$ cat config.mk
export PLATFORM = sky130hd
export DESIGN_NAME = dready_gen
export DESIGN_NICKNAME = d
export VERILOG_FILES = /design/src/rtl/dready_pkg.sv /design/src/rtl/dready_edge.sv /design/src/rtl/dready_div.sv /design/src/rtl/dready_timer.sv /design/src/rtl/dready_gen.sv
export SDC_FILE = /design/constraint.sdc
export NUM_CORES = 1
export LEC_CHECK = 0
export BUFFER_PORTS_ARGS = -buffer_cell sky130_fd_sc_hd__buf_2
export CAP_MARGIN = 10
export CORE_MARGIN = 2
export CORE_UTILIZATION = 40
export CTS_CLUSTER_SIZE = 30
export DETAILED_ROUTE_END_ITERATION = 16
export PLACE_DENSITY = 0.61
export SYNTH_ARGS = -nofsm -noshare
export SYNTH_HDL_FRONTEND = slang
export SYNTH_HIERARCHICAL = 1
export SYNTH_SLANG_ARGS = --single-unit
$ cat constraint.sdc
create_clock -name clk -period 5.74 [get_ports clk]
set_input_delay 1.148 -clock clk [delete_from_list [all_inputs] [get_ports clk]]
set_output_delay 1.148 -clock clk [all_outputs]
set_load 0.01 [all_outputs]
$ cat src/rtl/dready_pkg.sv
package dready_pkg;

    typedef enum logic [1:0] {
        TMR_IDLE  = 2'd0,
        TMR_FIRST = 2'd1,
        TMR_CHAIN = 2'd2
    } tmr_state_e;

    typedef struct packed {
        logic first_fire;
        logic chain_fire;
        logic busy;
        logic stop_div;
    } tmr_out_t;

    // Tick target of the first flag. A free-running divider whose next phase
    // lies in the upper half skips one extra tick, which centres the jitter.
    function automatic int first_target(input logic cont, input int phase,
                                        input int half, input int base);
        if (cont) return base;
        return (phase >= half) ? base + 1 : base;
    endfunction

endpackage

$ cat src/rtl/dready_edge.sv
module dready_edge (
    input  logic clk,
    input  logic rst,
    input  logic level,
    output logic toggled
);
    logic level_q;

    always_ff @(posedge clk) begin
        level_q <= level;
    end

    assign toggled = !rst && (level != level_q);
endmodule

$ cat src/rtl/dready_div.sv
module dready_div #(
    parameter int DIV = 6,
    localparam int DW = (DIV > 1) ? $clog2(DIV) : 1
) (
    input  logic          clk,
    input  logic          rst,
    input  logic          freeze,
    input  logic          restart,
    output logic          tick,
    output logic [DW-1:0] phase_nxt
);
    localparam logic [DW-1:0] LAST = DW'(DIV - 1);

    logic [DW-1:0] phase_q;

    assign tick = !freeze && !rst && (phase_q == LAST);

    always_comb begin
        if (restart)
            phase_nxt = '0;
        else if (freeze)
            phase_nxt = phase_q;
        else if (phase_q == LAST)
            phase_nxt = '0;
        else
            phase_nxt = phase_q + 1'b1;
    end

    always_ff @(posedge clk) begin
        if (rst)
            phase_q <= '0;
        else
            phase_q <= phase_nxt;
    end
endmodule

$ cat src/rtl/dready_timer.sv
module dready_timer
    import dready_pkg::*;
#(
    parameter int DIV        = 6,
    parameter int FIRST_LAT  = 4212,
    parameter int SECOND_LAT = 4548,
    localparam int DW        = (DIV > 1) ? $clog2(DIV) : 1,
    localparam int T1        = FIRST_LAT / DIV,
    localparam int T2        = SECOND_LAT / DIV,
    localparam int TMAX      = (T1 + 1 > T2) ? T1 + 1 : T2,
    localparam int CW        = $clog2(TMAX + 1)
) (
    input  logic          clk,
    input  logic          rst,
    input  logic          start,
    input  logic          cont,
    input  logic          tick,
    input  logic [DW-1:0] phase_nxt,
    output tmr_out_t      out
);
    tmr_state_e    state_q;
    logic [CW-1:0] ticks_q;
    logic [CW-1:0] target_q;
    logic          cont_q;
    logic          last_tick;

    assign last_tick = tick && (ticks_q == target_q - 1'b1);

    always_comb begin
        out.first_fire = (state_q == TMR_FIRST) && last_tick;
        out.chain_fire = (state_q == TMR_CHAIN) && last_tick;
        out.busy       = (state_q != TMR_IDLE);
        out.stop_div   = out.first_fire && cont_q;
    end

    always_ff @(posedge clk) begin
        if (rst) begin
            state_q  <= TMR_IDLE;
            ticks_q  <= '0;
            target_q <= CW'(T1);
            cont_q   <= 1'b0;
        end else begin
            unique case (state_q)
                TMR_IDLE: begin
                    if (start) begin
                        state_q  <= TMR_FIRST;
                        ticks_q  <= '0;
                        cont_q   <= cont;
                        target_q <= CW'(first_target(cont, int'(phase_nxt),
                                                     DIV / 2, T1));
                    end
                end
                TMR_FIRST: begin
                    if (last_tick) begin
                        ticks_q  <= '0;
                        target_q <= CW'(T2);
                        state_q  <= cont_q ? TMR_IDLE : TMR_CHAIN;
                    end else if (tick) begin
                        ticks_q <= ticks_q + 1'b1;
                    end
                end
                TMR_CHAIN: begin
                    if (last_tick) begin
                        ticks_q <= '0;
                        state_q <= TMR_IDLE;
                    end else if (tick) begin
                        ticks_q <= ticks_q + 1'b1;
                    end
                end
                default: state_q <= TMR_IDLE;
            endcase
        end
    end
endmodule

$ cat src/rtl/dready_gen.sv
module dready_gen
    import dready_pkg::*;
#(
    parameter int DIV        = 6,
    parameter int FIRST_LAT  = 4212,
    parameter int SECOND_LAT = 4548,
    localparam int DW        = (DIV > 1) ? $clog2(DIV) : 1
) (
    input  logic clk,
    input  logic rst,
    input  logic conv,
    input  logic seq_cont,
    input  logic xmit_n,
    output logic dvalid_n
);
    logic          conv_edge;
    logic          accept;
    logic          restart;
    logic          frozen_q;
    logic          slow_tick;
    logic [DW-1:0] phase_nxt;
    logic          fire_any;
    tmr_out_t      tmr;

    dready_edge u_edge (
        .clk    (clk),
        .rst    (rst),
        .level  (conv),
        .toggled(conv_edge)
    );

    assign accept  = conv_edge && !tmr.busy;
    assign restart = accept && seq_cont;

    dready_div #(.DIV(DIV)) u_div (
        .clk      (clk),
        .rst      (rst),
        .freeze   (frozen_q),
        .restart  (restart),
        .tick     (slow_tick),
        .phase_nxt(phase_nxt)
    );

    dready_timer #(
        .DIV       (DIV),
        .FIRST_LAT (FIRST_LAT),
        .SECOND_LAT(SECOND_LAT)
    ) u_tmr (
        .clk      (clk),
        .rst      (rst),
        .start    (accept),
        .cont     (seq_cont),
        .tick     (slow_tick),
        .phase_nxt(phase_nxt),
        .out      (tmr)
    );

    assign fire_any = tmr.first_fire || tmr.chain_fire;

    always_ff @(posedge clk) begin
        if (rst)
            frozen_q <= 1'b0;
        else if (accept)
            frozen_q <= 1'b0;
        else if (tmr.stop_div)
            frozen_q <= 1'b1;
    end

    always_ff @(posedge clk) begin
        if (rst)
            dvalid_n <= 1'b1;
        else if (fire_any)
            dvalid_n <= 1'b0;
        else if (!xmit_n)
            dvalid_n <= 1'b1;
    end
endmodule

Word-level counts from Yosys, hierarchy flattened:

Cells that the tools add are included.

* output and inout bits: 1
* word-level logic and storage cells: 69
* input bits: 5
* bits in registers: 29

* reductions and logical operators: 23
* $lt $le $gt $ge: 1
* multiplexer cells: 24
* add/sub/neg operators: 3
* eq/ne operators: 10

Operators with widths (number)
* $mux 10: 7
* $pmux 10 s2: 2
* $add 10x1->10 const B: 1
* $eq 10x10->1: 1
* $sub 10x1->10 const B: 1
* $logic_and 1x1->1: 9
* $mux 3: 3
* $reduce_and 3->1: 3
* $mux 2: 4
* $mux 1: 7
* $ne 2x1->1 const B: 3
* $pmux 2 s3: 1
* $reduce_bool 2->1: 3
* $reduce_or 2->1: 2
* $add 3x1->3 const B: 1
* $eq 3x3->1 const B: 1
* $ge 3x2->1 const B: 1
* $logic_not 1->1: 3
* $ne 3x1->1 const B: 1
* $eq 2x1->1 const B: 1
* $eq 2x2->1 const B: 1
* $logic_not 2->1: 1
* $ne 2x2->1 const B: 1
* $reduce_and 2->1: 1
* other kinds (2): 2

Longest topological paths before layout:

Gate-level depths: netlist of run 1.

* depth after elaboration: 10
* depth in mapped cells: 10
* mapped depth without buffers: 10

Cells and area by module:

The synthesis of run 1 kept the hierarchy.

Modules (own cells, without submodules)
* dready_timer: instances 1, area each 982.2 µm², sequential area each 320.3 µm², cells each 109
* dready_div: instances 1, area each 162.7 µm², sequential area each 60.1 µm², cells each 16
* dready_gen: instances 1, area each 91.3 µm², sequential area each 40.0 µm², cells each 9
* dready_edge: instances 1, area each 32.5 µm², sequential area each 20.0 µm², cells each 3

Worst setup path before layout of run 1:

Ideal clock, no wire load.

* kind: in2reg
* start point: input rst
* end point: register u_tmr.ticks_q[9]
* arrival: 2.562 ns
* required time: 5.674 ns
* slack: 3.112 ns
* path buffers: 0
* library setup time: 0.066 ns
* cell stages on the path: 5
* cell sequence: nor4b_1 nor2b_1 or3_1 or3_1 a21oi_2

* longest elaborated chain between the ends: 6
* elaborated cells on any way between the ends: 11
* those cells by class: eq/ne: 2; mux: 2; reduce/logical: 7

RTL lines
* from (decl): line dready_gen.sv:10 `input logic rst,`
* $logic_not 1->1: line dready_edge.sv:13, dready_div.sv:16
* $logic_and 1x1->1 (2 in series): line dready_div.sv:16 `assign tick = !freeze && !rst && (phase_q == LAST);`
* $logic_and 1x1->1: line dready_timer.sv:27 `assign last_tick = tick && (ticks_q == target_q - 1'b1);`
* $ne 3x1->1 (no line) / $mux 10 (equally long branches)
* $reduce_and 3->1 (no line) / $pmux 10 s2 (equally long branches)
* to (signal assigned): line dready_timer.sv:59 `ticks_q <= ticks_q + 1'b1;`
* to (signal assigned): line dready_timer.sv:67 `ticks_q <= ticks_q + 1'b1;`
* to (decl): line dready_timer.sv:22 `logic [CW-1:0] ticks_q;`

Parallel ways exist; a longest one is shown, timed or not.
A chain may end at the register's enable or synchronous reset.

Worst setup path after layout of run 1:

* start point: input rst
* end point: register u_tmr.ticks_q[7]

* elaborated cells on any way between the ends: 11
* those cells by class: eq/ne: 2; mux: 2; reduce/logical: 7

RTL lines
* $logic_not 1->1: line dready_edge.sv:13 `assign toggled = !rst && (level != level_q);`
* $logic_and 1x1->1: line dready_edge.sv:13
* named net conv_edge: line dready_gen.sv:16 `logic conv_edge;`
* $logic_and 1x1->1: line dready_gen.sv:32 `assign accept = conv_edge && !tmr.busy;`
* named net accept: line dready_gen.sv:17 `logic accept;`
* $ne 2x2->1 (no line)
* $reduce_and 3->1 (no line)

The timed path passes the listed nets, and every way through them passes these cells.

==> results of run 1 <==
tightest hold or removal path, cell delays in order (launching register included):
cell and delay (ps):
sky130_fd_sc_hd__dfxtp_1 350, sky130_fd_sc_hd__nand2_1 60, sky130_fd_sc_hd__a21oi_1 50
state kept, by name, indices dropped and copies added (netlist names):
name and cells:
dvalid_n 1, frozen_q 1, u_div/phase_q 3, u_edge/level_q 1
u_tmr/cont_q 1, u_tmr/state_q 2, u_tmr/target_q 3, u_tmr/ticks_q 10
logic make-up (layout without fill, tap and decap cells):
kind of cell | after synthesis | count (layout) | synth area share (%)
and+or+nand+nor | 62 | 62 | 31.6
muxes | 2 | 2 | 1.58
DFF | 22 | 22 | 34.7
AOI/OAI and AO/OA | 25 | 25 | 16.1
adders and majority gates | 5 | 5 | 4.93
xor gates and xnor gates | 11 | 11 | 7.59
buffers and inverters | 10 | 15 | 3.55
layer usage:
metal	share of wire [%]	up-vias	track usage (%)
met5	0	-	0
met4	0	0	3.49
met3	2.0	0	4.55
met2	50	6	24.8
met1	48	468	19.1
li1	-	497	-
metrics by stage:
stage,cells,utilization (%),area [um2],worst slack [ps],power (uW)
global route,186,44.7,1350,2600,304
finish,186,44.7,1350,2790,287
CTS,186,44.7,1350,2790,292
global placement,183,43.9,1330,2500,219
detailed placement,183,43.9,1330,2450,221
floorplan,137,-,1270,3110,212
cell usage after synthesis, drive strengths merged, types with 3 or more instances:
master | number | area [um2]
nor2b | 3 | 26.3
nand3 | 5 | 25.0
inv | 7 | 26.3
nand4b | 3 | 26.3
and2 | 3 | 18.8
o21ai | 3 | 15.0
ha | 5 | 62.6
nor3 | 6 | 50.1
a21oi | 9 | 60.1
dfxtp | 22 | 440
xnor2 | 7 | 61.3
nand2 | 6 | 22.5
xor2 | 4 | 35.0
nor4 | 3 | 18.8
or3 | 3 | 18.8
nor2 | 17 | 86.3
area by class of cell:
cell class              count  area (um2)  area share [%]
flip-flops and latches     22         440            32.6
well taps                  44        55.1            4.07
inverters                   7        26.3            1.94
multi-input cells         105         783            57.9
clock buffers               3        22.5            1.67
repair buffers              5        25.0            1.85
power by group through the flow:
stage          registers, uW  logic [uW]  clock network (uW)
2_1_floorplan            166        45.6                   0
3_3_place_gp             167        51.9                   0
3_5_place_dp             167        53.5                   0
4_1_cts                  164        53.6                74.2
5_1_grt                  165        60.3                78.8
6_report                 164        53.8                69.6
worst paths after layout:
| kind | start | end | depth (start not counted) |
|---|---|---|---|
| max | rst | u_tmr/ticks_q[7] | 7 |
| min | u_tmr/cont_q | u_tmr/cont_q | 2 |
| max reg2reg | u_tmr/state_q[0] | u_tmr/ticks_q[7] | 8 |
| min reg2reg | u_tmr/cont_q | u_tmr/cont_q | 2 |
==> metrics.log, run 1 <==
[metrics] run status: finished clean
[metrics] Hold Fails Final Rpt: 0
[metrics] worst skew pair latency: 310 ps
[metrics] cell type of the slowest stage on the worst timing path: sky130_fd_sc_hd__nor2b_1
[metrics] hold-fix buffer count after cts: 0
[metrics] core footprint: 0.00303 mm2
[metrics] ratio of final minimum period to clock period: 51.4%
[metrics] number of sinks on the clock net: 22
[metrics] Sequential Power Share: 57.1%
[metrics] netlist area before placement: 0.00127 mm2
[metrics] total of fill cells in the finished design: 299
[metrics] largest fanout on the critical path: 14
[metrics] clock tree buffer depth: 2
[metrics] antenna violations before repair: 0
[metrics] leakage power total: 0.000454 uW
[metrics] I/O pin cnt: 6
[metrics] number of synthesis warnings: 6
[metrics] total gr overflow: 0
[metrics] R2R setup slack: 3160 ps
[metrics] required time at the worst-slack endpoint: 5980 ps
[metrics] summed negative setup slack over all endpoints: 0 ps
[metrics] biggest cell delay along the critical path: 740 ps
[metrics] class of the tightest hold or removal check: flop to flop
[metrics] setup repair after global routing missed its margin: no
[metrics] average cell area after synthesis: 9.26 um2
[metrics] Int Power: 203 uW
[metrics] clock tree from TritonCTS: built
[metrics] switching power: 84.1 uW
[metrics] startpoint type of the worst setup path: input port
[metrics] wire length of the first global-routing pass: 4060 um
[metrics] critical path, cell by cell: buf_2 -> nor2_1 -> nor2b_4 -> nor2b_1 -> nor3_2 -> a31o_1 -> a21oi_2
[metrics] initial cell density of the core: 41.9%
[metrics] Cell Rows: 20
[metrics] number of different library cells in the post-synthesis netlist: 46
[metrics] prevailing post-synth register cell: sky130_fd_sc_hd__dfxtp_1
[metrics] Slew Viols, Final: 0
[metrics] top achievable clock speed: 339 MHz
[metrics] part of the power in the clock network: 24.2%
[metrics] number of nets in the finished design: 154
[metrics] clock-pin slew on the worst setup and hold paths: 120 ps
[metrics] Initial DRT Pass Iterations: 5
[metrics] buffers and inverters on the worst path: 1
[metrics] Post-synth EDFFs: 0
[metrics] maximum VDD drop: 0.115 mV
[metrics] vias in the first global route: 896
[metrics] overall die height: 60.3 um
[metrics] PostCTS Resize Cnt: 0
[metrics] die area: 0.00364 mm2
[metrics] Vias: 971
[metrics] type of the worst setup path: input port to flop
[metrics] highest-count cells in the layout ignoring fill and taps: sky130_fd_sc_hd__dfxtp_1 (22), sky130_fd_sc_hd__nor2_2 (9), sky130_fd_sc_hd__nor2_1 (8)
[metrics] number of synthesized register bits: 22
[metrics] routability congestion estimate: 0.788
[metrics] share of layout cells above drive strength 1: 21.8%
[metrics] area growth from synthesis to layout: 6.61%
[metrics] maximum number of pins on one net before global-route repair: 15
[metrics] count of endpoints failing setup in the final report: 0
[metrics] CP endpoint kind: flop
[metrics] Tightest Pin Transition: 954 ps
[metrics] iteration-0 DRC count of the detailed router: 37
[metrics] master cell of the clock root buffer: sky130_fd_sc_hd__clkbuf_4
[metrics] MaxCap Viol Count: 0
[metrics] switching portion of total power: 29.3%
[metrics] arrival time worst endpoint: 3190 ps
[metrics] post-detailed-route DRC marker count: 0
[metrics] overall track demand over capacity in global routing: 15.0%
[metrics] Via density: 5.22
[metrics] cell family with most CP delay: simple AND/OR/NAND/NOR gates
[metrics] total wirelength of the detailed-routed design: 2330 um
[metrics] buffers inserted by post-CTS timing repair: 0
[metrics] synthesized instance count: 137
[metrics] number of nets with antenna violations after routing: 0
[metrics] number of buffer cells added on primary ports: 5
[metrics] CTS buffer count: 3
[metrics] die extent in x: 60.3 um
[metrics] power density cells: 213 mW/mm2
[metrics] total half-perimeter wirelength after legalization and detailed placement: 1750 um
[metrics] share of power burned in combinational logic: 18.7%
[metrics] hold slack: 495 ps
[metrics] shortest period the worst path allows: 2950 ps
[metrics] maximum level of the CTS H-tree: 1
[metrics] count of inserted antenna diode cells: 0
[metrics] average detailed-routed wire length per instance: 12.5 um
[metrics] part of the Yosys area used for sequential elements: 34.7%
[metrics] async set-or-reset flop fraction in the synthesized netlist: 0%
[metrics] Slew headroom: 36.2%
[metrics] most common cell after layout, fill and taps aside: sky130_fd_sc_hd__dfxtp_1
[metrics] post-synthesis net count: 147
[metrics] setup clock skew after layout: 10.3 ps
(Power assumes the default switching activity.)
==> inputs of run 2 (changes only) <==
PLACE_DENSITY = 0.63   (was 0.61)
clock period = 2.5 ns   (was 5.74 ns; I/O delays follow)
==> metrics.log, run 2 (synthesized netlist as in run 1, its figures left out) <==
[metrics] shortest period the worst path allows: 2210 ps
[metrics] startpoint type of the worst setup path: flop
[metrics] wire length of the first global-routing pass: 4090 um
[metrics] global routing's busiest layer: met2
[metrics] depth of the worst register-to-register path: 8
[metrics] leading registers by flop count: u_tmr/ticks_q x10, u_div/phase_q x3, u_tmr/target_q x3
[metrics] crit path launch: u_tmr/state_q[1]
[metrics] vias in the first global route: 911
[metrics] switching portion of total power: 27.5%
[metrics] master cell of the clock root buffer: sky130_fd_sc_hd__clkbuf_4
[metrics] average detailed-routed wire length per instance: 12.4 um
[metrics] most common cell after layout, fill and taps aside: sky130_fd_sc_hd__dfxtp_1
[metrics] hold-fix buffer count after cts: 0
[metrics] number of buffer cells added on primary ports: 5
[metrics] area growth from synthesis to layout: 10.3%
[metrics] buffers inserted by post-CTS timing repair: 0
[metrics] core footprint: 0.00303 mm2
[metrics] maximum number of pins on one net before global-route repair: 13
[metrics] critical path, cell by cell: inv_1 -> ha_1 -> inv_1 -> nor2b_4 -> nor2b_2 -> or3_1 -> or3_1 -> a21oi_2
[metrics] number of nets with antenna violations after routing: 0
[metrics] overall die height: 60.3 um
[metrics] Initial DRT Pass Iterations: 4
[metrics] Cell Rows: 20
[metrics] summed negative setup slack over all endpoints: 0 ps
[metrics] ratio of final minimum period to clock period: 88.4%
[metrics] beginning of the worst register-to-register path: u_tmr/state_q[1]
[metrics] R2R setup slack: 290 ps
[metrics] switching power: 194 uW
[metrics] GRT met3 Usage: 2.16%
[metrics] Tightest Pin Transition: 470 ps
[metrics] count of placed standard cells in the final layout, fillers left out: 191
[metrics] overall track demand over capacity in global routing: 15.0%
[metrics] met1 usage: 21.4%
[metrics] setup clock skew after layout: 2.58 ps
[metrics] antenna violations before repair: 0
[metrics] Via density: 5.11
[metrics] biggest cell delay along the critical path: 460 ps
[metrics] met2 Usage GRT: 22.4%
[metrics] I/O pin cnt: 6
[metrics] clock tree buffer depth: 2
[metrics] share of power burned in combinational logic: 19.3%
[metrics] part of the power in the clock network: 27.1%
[metrics] flip-flop count of the largest register, all copies and words added: 10
[metrics] CP endpoint kind: flop
[metrics] count of endpoints failing setup in the final report: 0
[metrics] Int Power: 509 uW
[metrics] total half-perimeter wirelength after legalization and detailed placement: 1790 um
[metrics] class of the tightest hold or removal check: input port to flop
[metrics] FF-to-FF End: u_tmr/ticks_q[9]
[metrics] clock tree from TritonCTS: built
[metrics] run status: finished clean
[metrics] number of sinks on the clock net: 22
[metrics] Worst setup endpoint: u_tmr/ticks_q[9]
[metrics] highest-count cells in the layout ignoring fill and taps: sky130_fd_sc_hd__dfxtp_1 (22), sky130_fd_sc_hd__nor2_2 (9), sky130_fd_sc_hd__nor2_1 (8)
[metrics] power density cells: 502 mW/mm2
[metrics] routability congestion estimate: 0.794
[metrics] total wirelength of the detailed-routed design: 2360 um
[metrics] MaxCap Viol Count: 0
[metrics] iteration-0 DRC count of the detailed router: 23
[metrics] number of nets in the finished design: 158
[metrics] total gr overflow: 0
[metrics] Slew headroom: 68.2%
[metrics] clock-pin slew on the worst setup and hold paths: 120 ps
[metrics] cell type of the slowest stage on the worst timing path: sky130_fd_sc_hd__or3_1
[metrics] required time at the worst-slack endpoint: 2740 ps
[metrics] die area: 0.00364 mm2
[metrics] leakage power total: 0.000482 uW
[metrics] maximum VDD drop: 0.251 mV
[metrics] total cell area at the placement stage: 0.00136 mm2
[metrics] worst skew pair latency: 300 ps
[metrics] arrival time worst endpoint: 2450 ps
[metrics] design area: 0.00140 mm2
[metrics] top achievable clock speed: 452 MHz
[metrics] Hold Fails Final Rpt: 0
[metrics] initial cell density of the core: 41.9%
[metrics] largest fanout on the critical path: 8
[metrics] PostCTS Resize Cnt: 0
[metrics] setup repair after global routing missed its margin: no
[metrics] post-detailed-route DRC marker count: 0
[metrics] Slew Viols, Final: 0
[metrics] CTS buffer count: 3
[metrics] die extent in x: 60.3 um
[metrics] Sequential Power Share: 53.6%
[metrics] register ranked first by flip-flop count: u_tmr/ticks_q
[metrics] type of the worst setup path: flop to flop
[metrics] Vias: 976
[metrics] share of layout cells above drive strength 1: 25.2%
[metrics] number of cells in the design after placement: 187
[metrics] count of inserted antenna diode cells: 0
[metrics] maximum level of the CTS H-tree: 1
run 2: cell types whose count changed in the layout (fill, tap and decap cells not counted):
cell / delta
sky130_fd_sc_hd__nor2b_1: -1
sky130_fd_sc_hd__nor2b_2: +1
sky130_fd_sc_hd__clkbuf_8: +1
sky130_fd_sc_hd__buf_4: +4
run 2: layout make-up:
| class | instances | area (um2) |
|---|---|---|
| inverter | 7 | 26.3 |
| multi-input combinational | 105 | 786 |
| timing repair buffer | 9 | 55.1 |
| tap | 44 | 55.1 |
| sequential | 22 | 440 |
| fill | 295 | 1630 |
| clock buffer | 4 | 36.3 |
run 2: how the worst min path moves through the flow:
stage,to,cells past startpoint,from
6_report,u_edge/level_q,1,conv
5_1_grt,u_edge/level_q,1,conv
4_1_cts,u_edge/level_q,1,conv
3_5_place_dp,u_tmr/cont_q,2,u_tmr/cont_q
3_3_place_gp,u_tmr/cont_q,2,u_tmr/cont_q
2_1_floorplan,u_tmr/cont_q,2,u_tmr/cont_q
run 2: worst max-delay path: cells and delay by family, from the launching register on:
kind                       cells  cell delay, ps
and+or+nand+nor                4            1180
DFF                            1             360
adders and majority gates      1             250
buffers and inverters          2             230
AOI/OAI and AO/OA              1             140
run 2: per-layer routing:
| layer | wire length, um | vias to the layer above |
|---|---|---|
| met5 | 0 | - |
| met4 | 36 | 0 |
| met3 | 62 | 4 |
| met2 | 1040 | 18 |
| met1 | 1220 | 449 |
| li1 | - | 505 |
run 2: stage by stage:
step / hold slack [ps] / util, % / total power (uW) / setup WS, ps
6_report: 325 / 46.2 / 703 / 290
5_1_grt: 304 / 46.2 / 752 / 105
4_1_cts: 302 / 46.1 / 718 / 194
3_5_place_dp: 480 / 44.9 / 519 / 178
3_3_place_gp: 470 / 44.9 / 517 / 238
2_1_floorplan: 439 / - / 486 / 520
run 2: power by group through the flow:
stage               sequential (uW)  clock, uW  combinational, uW
floorplan                       381          0                105
global placement                384          0                133
detailed placement              385          0                134
CTS                             377        206                135
global route                    379        219                154
finish                          377        191                136
==> inputs of run 3 (changes only) <==
BUFFER_PORTS_ARGS = -buffer_cell sky130_fd_sc_hd__buf_4   (was -buffer_cell sky130_fd_sc_hd__buf_2)
==> metrics.log, run 3 (synthesized netlist as in run 1, its figures left out) <==
[metrics] number of buffer cells added on primary ports: 5
[metrics] MaxCap Viol Count: 0
[metrics] maximum level of the CTS H-tree: 1
[metrics] largest fanout on the critical path: 10
[metrics] routed length on met3: 66 um
[metrics] clock tree from TritonCTS: built
[metrics] Vias: 989
[metrics] vias in the first global route: 972
[metrics] buffers inserted by post-CTS timing repair: 0
[metrics] cell type of the slowest stage on the worst timing path: sky130_fd_sc_hd__nor2b_1
[metrics] die extent in x: 60.3 um
[metrics] required time at the worst-slack endpoint: 2760 ps
[metrics] most common cell after layout, fill and taps aside: sky130_fd_sc_hd__dfxtp_1
[metrics] antenna violations before repair: 0
[metrics] count of inserted antenna diode cells: 0
[metrics] smallest setup slack after layout: 305 ps
[metrics] hold-fix buffer count after cts: 0
[metrics] run status: finished clean
[metrics] worst skew pair latency: 310 ps
[metrics] Slew Viols, Final: 0
[metrics] top achievable clock speed: 456 MHz
[metrics] count of endpoints failing setup in the final report: 0
[metrics] count of placed standard cells in the final layout, fillers left out: 192
[metrics] area growth from synthesis to layout: 13.9%
[metrics] post-detailed-route DRC marker count: 0
[metrics] shortest period the worst path allows: 2190 ps
[metrics] part of the power in the clock network: 34.2%
[metrics] critical path, cell by cell: inv_1 -> ha_1 -> inv_1 -> nor2b_4 -> nor2b_1 -> nor3_2 -> a31o_1 -> buf_12 -> nor2_2
[metrics] type of the worst setup path: flop to flop
[metrics] I/O pin cnt: 6
[metrics] class of the tightest hold or removal check: input port to flop
[metrics] share of power burned in combinational logic: 18.7%
[metrics] share of layout cells above drive strength 1: 25.0%
[metrics] most common cell type on the critical path: sky130_fd_sc_hd__inv_1
[metrics] wire length of the first global-routing pass: 4280 um
[metrics] Via density: 5.15
[metrics] leakage power total: 0.000502 uW
[metrics] arrival time worst endpoint: 2460 ps
[metrics] beginning of the worst register-to-register path: u_tmr/state_q[1]
[metrics] average detailed-routed wire length per instance: 12.4 um
[metrics] maximum VDD drop: 0.255 mV
[metrics] switching power: 209 uW
[metrics] startpoint type of the worst setup path: flop
[metrics] master cell of the clock root buffer: sky130_fd_sc_hd__clkbuf_4
[metrics] minimum setup slack after placement: 211 ps
[metrics] R2R setup slack: 310 ps
[metrics] PostCTS Resize Cnt: 0
[metrics] register ranked first by flip-flop count: u_tmr/ticks_q
[metrics] highest-count cells in the layout ignoring fill and taps: sky130_fd_sc_hd__dfxtp_1 (22), sky130_fd_sc_hd__buf_4 (9), sky130_fd_sc_hd__nor2_2 (9)
[metrics] total gr overflow: 0
[metrics] core footprint: 0.00303 mm2
[metrics] buffers and inverters on the worst path: 3
[metrics] Int Power: 593 uW
[metrics] number of nets with antenna violations after routing: 0
[metrics] Cell Rows: 20
[metrics] launch instance of the worst min-delay path: conv
[metrics] total half-perimeter wirelength after legalization and detailed placement: 1790 um
[metrics] Top Metal Used: met4
[metrics] setup repair after global routing missed its margin: no
[metrics] biggest cell delay along the critical path: 490 ps
[metrics] die area: 0.00364 mm2
[metrics] overall die height: 60.3 um
[metrics] maximum number of pins on one net before global-route repair: 15
[metrics] ratio of final minimum period to clock period: 87.8%
[metrics] flip-flop count of the largest register, all copies and words added: 10
[metrics] Hold Fails Final Rpt: 0
[metrics] setup clock skew after layout: 14.9 ps
[metrics] iteration-0 DRC count of the detailed router: 32
[metrics] overall track demand over capacity in global routing: 15.7%
[metrics] Tightest Pin Transition: 623 ps
[metrics] number of sinks on the clock net: 22
[metrics] leading registers by flop count: u_tmr/ticks_q x10, u_div/phase_q x3, u_tmr/target_q x3
[metrics] total wirelength of the detailed-routed design: 2390 um
[metrics] Sequential Power Share: 47.0%
[metrics] summed negative setup slack over all endpoints: 0 ps
[metrics] hold slack: 311 ps
[metrics] initial cell density of the core: 41.9%
[metrics] met2 wire length: 1070 um
[metrics] switching portion of total power: 26.0%
[metrics] number of nets in the finished design: 159
[metrics] CTS buffer count: 3
[metrics] power density cells: 555 mW/mm2
[metrics] Met1 Routed Length: 1210 um
[metrics] number of cells in the design after placement: 188
[metrics] Slew headroom: 58.4%
[metrics] cell family with most CP delay: simple AND/OR/NAND/NOR gates
[metrics] clock-pin slew on the worst setup and hold paths: 140 ps
[metrics] CP endpoint kind: flop
[metrics] Initial DRT Pass Iterations: 4
[metrics] routability congestion estimate: 0.789
[metrics] clock tree buffer depth: 2
[metrics] crit path launch: u_tmr/state_q[1]
run 3: final timing paths:
| kind | to | cells past startpoint |
|---|---|---|
| worst max register to register | u_tmr/ticks_q[4] | 9 |
| worst min register to register | u_tmr/cont_q | 2 |
| worst max-delay path | u_tmr/ticks_q[4] | 9 |
| worst min-delay path | u_edge/level_q | 1 |
run 3: area by class of cell:
type	instances	area (um2)
repair buffers	10	87.6
clock buffers	3	22.5
flip-flops and latches	22	440
inverters	7	26.3
well taps	44	55.1
multi-input cells	105	783
fillers	288	1580
clock inverters	1	30.0
run 3: through the flow:
step | area (um2) | utilization, % | total power (uW)
after global placement | 1390 | 46.0 | 531
final | 1450 | 47.7 | 802
after floorplan | 1270 | - | 486
after detailed placement | 1390 | 46.0 | 534
after CTS | 1450 | 47.7 | 811
after global routing | 1450 | 47.7 | 845
run 3: per-layer routing:
metal	GRT usage (%)	vias up
li1	-	512
met4	7.62	0
met3	2.60	4
met5	0	-
met2	24.5	13
met1	21.0	460
run 3: power groups by stage:
| stage | clock network, uW | registers (uW) | logic [uW] |
|---|---|---|---|
| global route | 299 | 380 | 166 |
| detailed placement | 0 | 385 | 150 |
| global placement | 0 | 384 | 147 |
| CTS | 282 | 377 | 151 |
| finish | 275 | 377 | 150 |
| floorplan | 0 | 381 | 105 |
